==> src/rtl/sd_decim_pkg.sv <==
package sd_decim_pkg;
  localparam int unsigned ACC_W   = 32;
  localparam int unsigned MAX_ORD = 5;
  localparam int unsigned PIPE_LAT = 3;

  typedef logic signed [ACC_W-1:0] acc_t;

  function automatic logic [2:0] eff_order(input logic [2:0] ord, input logic fast_sinc);
    if (fast_sinc) return 3'd2;
    if (ord == 3'd0) return 3'd1;
    if (ord > 3'(MAX_ORD)) return 3'(MAX_ORD);
    return ord;
  endfunction

  // decimated outputs dropped before accumulation starts
  function automatic logic [2:0] skip_cnt(input logic [2:0] ord, input logic fast_sinc);
    return fast_sinc ? 3'd3 : ord - 3'd1;
  endfunction

  // extra strobes before a one-shot result is presented
  function automatic logic [2:0] flush_cnt(input logic [2:0] ord, input logic fast_sinc);
    return fast_sinc ? 3'd3 : ord + 3'd1;
  endfunction
endpackage

==> src/rtl/sd_cic.sv <==
module sd_cic
  import sd_decim_pkg::*;
#(
  parameter int unsigned OSR_W = 10,
  parameter int unsigned ORD_N = MAX_ORD
) (
  input  logic             clk_i,
  input  logic             rst_ni,
  input  logic             clr_i,
  input  logic             vld_i,
  input  acc_t             x_i,
  input  logic [OSR_W-1:0] osr_i,
  input  logic [2:0]       ord_i,
  output acc_t             y_o,
  output logic             y_vld_o
);
  acc_t integ_q [ORD_N];
  acc_t integ_d [ORD_N];
  acc_t dly_q   [ORD_N];
  acc_t comb_c  [ORD_N+1];
  acc_t tap, samp_q, comb_sel, y_q;
  logic [OSR_W-1:0] ph_q, ph_nx;
  logic dec_q, y_vld_q, wrap;

  always_comb begin
    integ_d[0] = integ_q[0] + x_i;
    for (int i = 1; i < ORD_N; i++) integ_d[i] = integ_q[i] + integ_d[i-1];
    tap = integ_d[0];
    for (int i = 0; i < ORD_N; i++) if (ord_i == 3'(i+1)) tap = integ_d[i];
  end

  assign ph_nx = ph_q + 1'b1;
  assign wrap  = (ph_nx == osr_i);

  always_ff @(posedge clk_i or negedge rst_ni) begin
    if (!rst_ni) begin
      for (int i = 0; i < ORD_N; i++) integ_q[i] <= '0;
      ph_q   <= '0;
      dec_q  <= 1'b0;
      samp_q <= '0;
    end else if (clr_i) begin
      for (int i = 0; i < ORD_N; i++) integ_q[i] <= '0;
      ph_q   <= '0;
      dec_q  <= 1'b0;
      samp_q <= '0;
    end else begin
      dec_q <= vld_i & wrap;
      if (vld_i) begin
        for (int i = 0; i < ORD_N; i++) integ_q[i] <= integ_d[i];
        ph_q <= wrap ? '0 : ph_nx;
        if (wrap) samp_q <= tap;
      end
    end
  end

  // comb chain at the decimated rate
  always_comb begin
    comb_c[0] = samp_q;
    for (int j = 0; j < ORD_N; j++) comb_c[j+1] = comb_c[j] - dly_q[j];
    comb_sel = comb_c[1];
    for (int j = 0; j < ORD_N; j++) if (ord_i == 3'(j+1)) comb_sel = comb_c[j+1];
  end

  always_ff @(posedge clk_i or negedge rst_ni) begin
    if (!rst_ni) begin
      for (int j = 0; j < ORD_N; j++) dly_q[j] <= '0;
      y_q     <= '0;
      y_vld_q <= 1'b0;
    end else if (clr_i) begin
      for (int j = 0; j < ORD_N; j++) dly_q[j] <= '0;
      y_q     <= '0;
      y_vld_q <= 1'b0;
    end else begin
      y_vld_q <= dec_q;
      if (dec_q) begin
        for (int j = 0; j < ORD_N; j++) dly_q[j] <= comb_c[j];
        y_q <= comb_sel;
      end
    end
  end

  assign y_o     = y_q;
  assign y_vld_o = y_vld_q;
endmodule

==> src/rtl/sd_intg.sv <==
module sd_intg
  import sd_decim_pkg::*;
#(
  parameter int unsigned IOR_W = 8
) (
  input  logic             clk_i,
  input  logic             rst_ni,
  input  logic             clr_i,
  input  logic             in_vld_i,
  input  acc_t             in_i,
  input  logic [2:0]       skip_i,
  input  logic [IOR_W-1:0] ior_i,
  input  logic             cont_i,
  input  logic             auto_cap_i,
  output acc_t             acc_o,
  output logic             cap_o
);
  logic [IOR_W-1:0] cnt_q, cnt_nx;
  logic [2:0] skip_q;
  logic armed_q, cap_q, take, drop, last, restart;
  acc_t acc_q;

  assign take    = armed_q & in_vld_i & (skip_q == skip_i);
  assign drop    = armed_q & in_vld_i & (skip_q != skip_i);
  assign cnt_nx  = cnt_q + 1'b1;
  assign last    = take & (cnt_nx == ior_i);
  assign restart = cap_q & cont_i;

  always_ff @(posedge clk_i or negedge rst_ni) begin
    if (!rst_ni) begin
      armed_q <= 1'b0;
      skip_q  <= '0;
      cnt_q   <= '0;
      acc_q   <= '0;
      cap_q   <= 1'b0;
    end else if (clr_i) begin
      armed_q <= 1'b1;
      skip_q  <= '0;
      cnt_q   <= '0;
      acc_q   <= '0;
      cap_q   <= 1'b0;
    end else begin
      cap_q <= last & auto_cap_i;
      if (drop) skip_q <= skip_q + 1'b1;
      if (take) begin
        acc_q <= (restart ? '0 : acc_q) + in_i;
        cnt_q <= last ? '0 : cnt_nx;
        if (last && !cont_i) armed_q <= 1'b0;
      end else if (restart) begin
        acc_q <= '0;
      end
    end
  end

  assign acc_o = acc_q;
  assign cap_o = cap_q;
endmodule

==> src/rtl/sd_conv_ctrl.sv <==
module sd_conv_ctrl
  import sd_decim_pkg::*;
#(
  parameter int unsigned CNT_W = 20
) (
  input  logic             clk_i,
  input  logic             rst_ni,
  input  logic             start_i,
  input  logic             en_i,
  input  logic             vld_i,
  input  logic [CNT_W-1:0] total_i,
  output logic             trig_o
);
  logic [CNT_W-1:0] cnt_q, cnt_nx;
  logic [PIPE_LAT-1:0] trig_q;
  logic act_q, hit;

  assign cnt_nx = cnt_q + 1'b1;
  assign hit    = act_q & en_i & vld_i & (cnt_nx == total_i);

  always_ff @(posedge clk_i or negedge rst_ni) begin
    if (!rst_ni) begin
      act_q  <= 1'b0;
      cnt_q  <= '0;
      trig_q <= '0;
    end else if (start_i) begin
      act_q  <= 1'b1;
      cnt_q  <= '0;
      trig_q <= '0;
    end else begin
      trig_q <= {trig_q[PIPE_LAT-2:0], hit};
      if (act_q && en_i && vld_i) begin
        cnt_q <= cnt_nx;
        if (hit) act_q <= 1'b0;
      end
    end
  end

  assign trig_o = trig_q[PIPE_LAT-1];
endmodule

==> src/rtl/sd_decim.sv <==
module sd_decim
  import sd_decim_pkg::*;
#(
  parameter int unsigned IN_W  = 24,
  parameter int unsigned OSR_W = 10,
  parameter int unsigned IOR_W = 8,
  parameter int unsigned SH_W  = 5,
  parameter int unsigned OUT_W = 24
) (
  input  logic                   clk_i,
  input  logic                   rst_ni,
  input  logic                   start_i,
  input  logic                   cont_i,
  input  logic                   src_par_i,
  input  logic                   bypass_i,
  input  logic                   fastsinc_i,
  input  logic [2:0]             order_i,
  input  logic [OSR_W-1:0]       osr_i,
  input  logic [IOR_W-1:0]       ior_i,
  input  logic [SH_W-1:0]        shift_i,
  input  logic                   bit_valid_i,
  input  logic                   bit_i,
  input  logic                   par_valid_i,
  input  logic signed [IN_W-1:0] par_data_i,
  output logic                   sample_valid_o,
  output logic [OUT_W-1:0]       sample_o
);
  localparam int unsigned CNT_W = OSR_W + IOR_W + 2;

  logic [2:0] ord, skip, flush;
  logic in_vld, byp, use_cnt, trig, acc_cap, cap, y_vld, b1_v, b2_v, a_vld;
  logic [CNT_W-1:0] total;
  acc_t x, y, b1_q, b2_q, a_in, acc;
  logic [OUT_W-1:0] sample_q;
  logic valid_q;

  assign ord     = eff_order(order_i, fastsinc_i);
  assign skip    = skip_cnt(ord, fastsinc_i);
  assign flush   = flush_cnt(ord, fastsinc_i);
  assign byp     = src_par_i & bypass_i;
  assign use_cnt = ~cont_i & ~byp;
  assign in_vld  = src_par_i ? par_valid_i : bit_valid_i;
  assign x       = src_par_i ? ACC_W'(par_data_i) : (bit_i ? acc_t'(1) : acc_t'(-1));
  assign total   = CNT_W'(osr_i) * (CNT_W'(ior_i) + CNT_W'(skip)) + CNT_W'(flush);

  sd_cic #(.OSR_W(OSR_W), .ORD_N(MAX_ORD)) u_cic (
    .clk_i  (clk_i),
    .rst_ni (rst_ni),
    .clr_i  (start_i),
    .vld_i  (in_vld & ~byp),
    .x_i    (x),
    .osr_i  (osr_i),
    .ord_i  (ord),
    .y_o    (y),
    .y_vld_o(y_vld)
  );

  // bypass samples matched to the filter's two-stage latency
  always_ff @(posedge clk_i or negedge rst_ni) begin
    if (!rst_ni) begin
      b1_q <= '0; b1_v <= 1'b0; b2_q <= '0; b2_v <= 1'b0;
    end else if (start_i) begin
      b1_q <= '0; b1_v <= 1'b0; b2_q <= '0; b2_v <= 1'b0;
    end else begin
      b1_q <= x;    b1_v <= in_vld & byp;
      b2_q <= b1_q; b2_v <= b1_v;
    end
  end

  assign a_in  = byp ? b2_q : y;
  assign a_vld = byp ? b2_v : y_vld;

  sd_intg #(.IOR_W(IOR_W)) u_intg (
    .clk_i     (clk_i),
    .rst_ni    (rst_ni),
    .clr_i     (start_i),
    .in_vld_i  (a_vld),
    .in_i      (a_in),
    .skip_i    (byp ? 3'd0 : skip),
    .ior_i     (ior_i),
    .cont_i    (cont_i),
    .auto_cap_i(~use_cnt),
    .acc_o     (acc),
    .cap_o     (acc_cap)
  );

  sd_conv_ctrl #(.CNT_W(CNT_W)) u_ctrl (
    .clk_i  (clk_i),
    .rst_ni (rst_ni),
    .start_i(start_i),
    .en_i   (use_cnt),
    .vld_i  (in_vld),
    .total_i(total),
    .trig_o (trig)
  );

  assign cap = use_cnt ? trig : acc_cap;

  always_ff @(posedge clk_i or negedge rst_ni) begin
    if (!rst_ni) begin
      sample_q <= '0;
      valid_q  <= 1'b0;
    end else begin
      valid_q <= cap;
      if (cap) sample_q <= OUT_W'(acc >>> shift_i);
    end
  end

  assign sample_o       = sample_q;
  assign sample_valid_o = valid_q;
endmodule

==> config.mk <==
export PLATFORM = sky130hd
export DESIGN_NAME = sd_decim
export DESIGN_NICKNAME = d
export VERILOG_FILES = /design/src/rtl/sd_decim_pkg.sv /design/src/rtl/sd_cic.sv /design/src/rtl/sd_intg.sv /design/src/rtl/sd_conv_ctrl.sv /design/src/rtl/sd_decim.sv
export SDC_FILE = /design/constraint.sdc
export NUM_CORES = 2
export LEC_CHECK = 0
export BUFFER_PORTS_ARGS = -buffer_cell sky130_fd_sc_hd__buf_4
export CELL_PAD_IN_SITES_DETAIL_PLACEMENT = 1
export CELL_PAD_IN_SITES_GLOBAL_PLACEMENT = 1
export CORE_MARGIN = 3
export CORE_UTILIZATION = 50
export DETAILED_ROUTE_END_ITERATION = 6
export HOLD_SLACK_MARGIN = 0.12
export PLACE_DENSITY_LB_ADDON = 0.15
export RECOVER_POWER = 50
export SETUP_SLACK_MARGIN = 0.1
export SKIP_CTS_REPAIR_TIMING = 1
export SLEW_MARGIN = 10
export SYNTH_ARGS = -nofsm -noshare
export SYNTH_HDL_FRONTEND = slang
export SYNTH_SLANG_ARGS = --single-unit
==> constraint.sdc <==
create_clock -name clk_i -period 11.5 [get_ports clk_i]
set_input_delay 1.15 -clock clk_i [delete_from_list [all_inputs] [get_ports clk_i]]
set_output_delay 1.15 -clock clk_i [all_outputs]
set_load 0.02 [all_outputs]
==> flow_metrics.env <==
export IMPL_violations="max-capacitance violations, max-slew violations"
export IMPL_dp_hpwl_mm=118
export IMPL_outcome="finished, violations left"
export IMPL_clk_latency_ps=660
export IMPL_hold_viol_final=0
export IMPL_cts_buffers=69
export IMPL_max_freq_mhz=93.8
export IMPL_power_share_sequential_pct=14.4
export IMPL_dpl_instance_area_um2=48700
export IMPL_reg2reg_slack_ps=830
export IMPL_pin_count=85
export IMPL_hp_start="b1_q[14]$_DFF_PN0_"
export IMPL_synthMostInstantiatedCell="nand2_1"
export IMPL_setup_viol=0
export IMPL_rsz0062_at_grt="no"
export IMPL_ant_nets=0
export IMPL_cts_sink_count=540
export IMPL_firstDrtPassIters=5
export IMPL_overflow=0
export IMPL_die_h_um=313
export IMPL_stdcell_area_um2=51100
export IMPL_worstPathMaxFanout=5
export IMPL_avgSynthCellArea_um2=8.33
export IMPL_fin_skew_ps=36.2
export IMPL_yosys_warnings=0
export IMPL_powerDensity_nw_per_um2=295
export IMPL_clk_pin_slew_worst_paths_ps=70
export IMPL_clk_path_buf_depth=3
export IMPL_clockPowerShare_pct=15.9
export IMPL_synth_top_area_share_pct=28.7
export IMPL_core_area_um2=92500
export IMPL_syn_area_um2=47000
export IMPL_worst_slew_pin_slew_ps=4600
export IMPL_min_path_type="register to register"
export IMPL_port_buffers=84
export IMPL_yosysSeqAreaShare_pct=28.7
export IMPL_pwr_share_comb_pct=69.7
export IMPL_dieWidth_um=313
export IMPL_ys_seq_elements=540
export IMPL_ir_drop_mv=0.243
export IMPL_die_area_um2=97700
export IMPL_critPathLaunchType="register"
export IMPL_drive_gt1_share_pct=5.84
export IMPL_max_slew_margin_rel_pct=-207
export IMPL_pre_cts_ws_ps=300
export IMPL_grt_usage_pct=32.4
export IMPL_wl_per_cell_um=23.4
export IMPL_start_util_pct=50.8
export IMPL_hold_depth=1
export IMPL_leakagePower_uw=0.0236
export IMPL_cap_violations=10
export IMPL_via_per_inst=6.16
export IMPL_swShare_pct=50.1
export IMPL_synth_edf_count=0
export IMPL_grt_pass1_vias=44200
export IMPL_grt_pass1_wl_mm=255
export IMPL_period_share_pct=92.7
export IMPL_h_tree_depth=3
export IMPL_cp_arrival_ps=11190
export IMPL_r2r_start="u_cic.samp_q[0]$_DFFE_PN0P_"
export IMPL_synth_cell_type_count=97
export IMPL_synth_top_cells_by_count="nand2_1, dfrtp_1, a21oi_1"
export IMPL_final_nets=6142
export IMPL_reg2reg_to="u_cic.y_o[31]$_DFFE_PN0P_"
export IMPL_synthTopCellsByArea="dfrtp_1, ha_1, a21oi_1, nand2_1, xnor2_1"
export IMPL_synth_ff_type="dfrtp_1"
export IMPL_p_sw_uw=7540
export IMPL_drt_iter0_drc=3101
export IMPL_min_to="b2_q[14]$_DFF_PN0_"
export IMPL_total_power_uw=15100
export IMPL_syn_inst=5644
export IMPL_cts_tree="yes"
export IMPL_min_period_ps=10670
export IMPL_crit_type="register to register"
export IMPL_final_util_pct=55.2
export IMPL_tns_ps=0
export IMPL_critPathCaptureType="register"
export IMPL_synthesis_nets=6186
export IMPL_critPathMaxStageDelay_ps=440
export IMPL_root_buffer="clkbuf_16"
export IMPL_area_growth_pct=8.62
export IMPL_maxSlewViolCount=855
export IMPL_place_gp_congestion=0.930
export IMPL_crit_top_cell="a21oi_1"
export IMPL_grt_start_max_net_pins=183
export IMPL_r2r_cells=42
export IMPL_slowest_stage="or3b_1"
export IMPL_async_reset_ff_share_pct=100
export IMPL_rows=111
export IMPL_antenna_found_initial=2
export IMPL_drt_total_wl_mm=161
export IMPL_drc=0
export IMPL_required_ps=12020
export IMPL_p_int_uw=7520
export IMPL_yosys_area_top_type="dfrtp_1"
export IMPL_fin_ws_ps=834
export IMPL_nFillCells=11100
export IMPL_vias=42500
==> power by group through the flow <==
| stage | Clock [uW] | Combinational (uW) | Sequential (uW) |
|---|---|---|---|
| floorplan | 0 | 7710 | 2160 |
| finish | 2390 | 10500 | 2170 |
| detailed placement | 0 | 10200 | 2200 |
| global route | 2500 | 11600 | 2180 |
| global placement | 0 | 9940 | 2190 |
| CTS | 2430 | 10400 | 2160 |
==> placed cells by master (no fill, tap or decap), drive strengths merged, types with 52 or more instances in the layout <==
| cell | instances |
|---|---|
| nand2 | 661 |
| dfrtp | 540 |
| a21oi | 530 |
| nor2 | 455 |
| ha | 412 |
| inv | 367 |
| o21ai | 288 |
| xnor2 | 269 |
| a21o | 196 |
| mux2i | 153 |
| nor2b | 135 |
| clkbuf | 126 |
| and2 | 124 |
| xor2 | 116 |
| buf | 93 |
| nor3 | 91 |
| nand3 | 91 |
| a211oi | 76 |
| fa | 70 |
| o21a | 69 |
| o211ai | 68 |
| a22o | 59 |
| and3 | 54 |
| nand2b | 52 |
==> state kept, by name (all words and copies together), names as in the netlist, 3 cells and up <==
name           flops
u_cic.dly_q      160
u_cic.integ_q    160
u_cic.samp_q      32
u_cic.y_o         32
u_intg.acc_o      32
b1_q              24
b2_q              24
sample_o          24
u_ctrl.cnt_q      20
u_cic.ph_q        10
u_intg.cnt_q       8
u_ctrl.trig_q      3
u_intg.skip_q      3
==> critical path: cells and delay by family (launching register included) <==
family	cells	cell delay, ps
DFF	1	430
buffers and inverters	2	140
adders and majority gates	6	2030
muxes	1	250
and+or+nand+nor	8	1670
xor gates and xnor gates	4	1020
AOI/OAI and AO/OA	21	5020
==> stage by stage <==
step	hold WS, ps	instances
4_1_cts	469	6898
5_1_grt	479	6898
3_3_place_gp	446	6772
2_1_floorplan	439	5644
3_5_place_dp	457	6772
6_report	466	6899
==> routing by layer <==
metal / global-route usage (%) / wire [um] / part of all wire (%)
met1: 44.3 / 72300 / 45
met2: 53.0 / 75000 / 47
met3: 3.74 / 7350 / 4.6
met4: 12.0 / 6490 / 4.0
met5: 0 / 0 / 0
==> worst max-delay path by stage <==
stage | cells past startpoint | from | end
CTS | 44 | u_cic.samp_q[0]$_DFFE_PN0P_ | u_cic.y_o[31]$_DFFE_PN0P_
detailed placement | 41 | src_par_i | u_cic.integ_q[31]$_DFFE_PN0P_
global placement | 41 | src_par_i | u_cic.integ_q[31]$_DFFE_PN0P_
floorplan | 47 | src_par_i | u_cic.integ_q[31]$_DFFE_PN0P_
finish | 42 | u_cic.samp_q[0]$_DFFE_PN0P_ | u_cic.y_o[31]$_DFFE_PN0P_
global route | 43 | src_par_i | u_cic.integ_q[31]$_DFFE_PN0P_
==> logic make-up (layout without fill, tap and decap cells) <==
kind of cell    count (synthesis)  count (layout)  share of synthesized area [%]
xor+xnor                      389             389                           7.44
mux                           203             203                           4.77
fa+ha+maj                     482             482                           13.9
compound gates               1637            1637                           22.6
flops                         540             540                           28.7
simple gates                 1782            1782                           17.6
buf+inv                       611             622                           4.88
other cells                     0               1                              0
==> layout make-up <==
class                   count  area (um2)  share of cell area, %
clock inverters            35         515                   1.01
multi-input cells        4493       31300                   61.3
repair buffers            128         858                   1.68
flip-flops and latches    540       13500                   26.5
inverters                 368        1380                   2.71
clock buffers              91        1940                   3.80
well taps                1243        1560                   3.05
diodes                      1        2.50                0.00490
(Power assumes the default switching activity.)
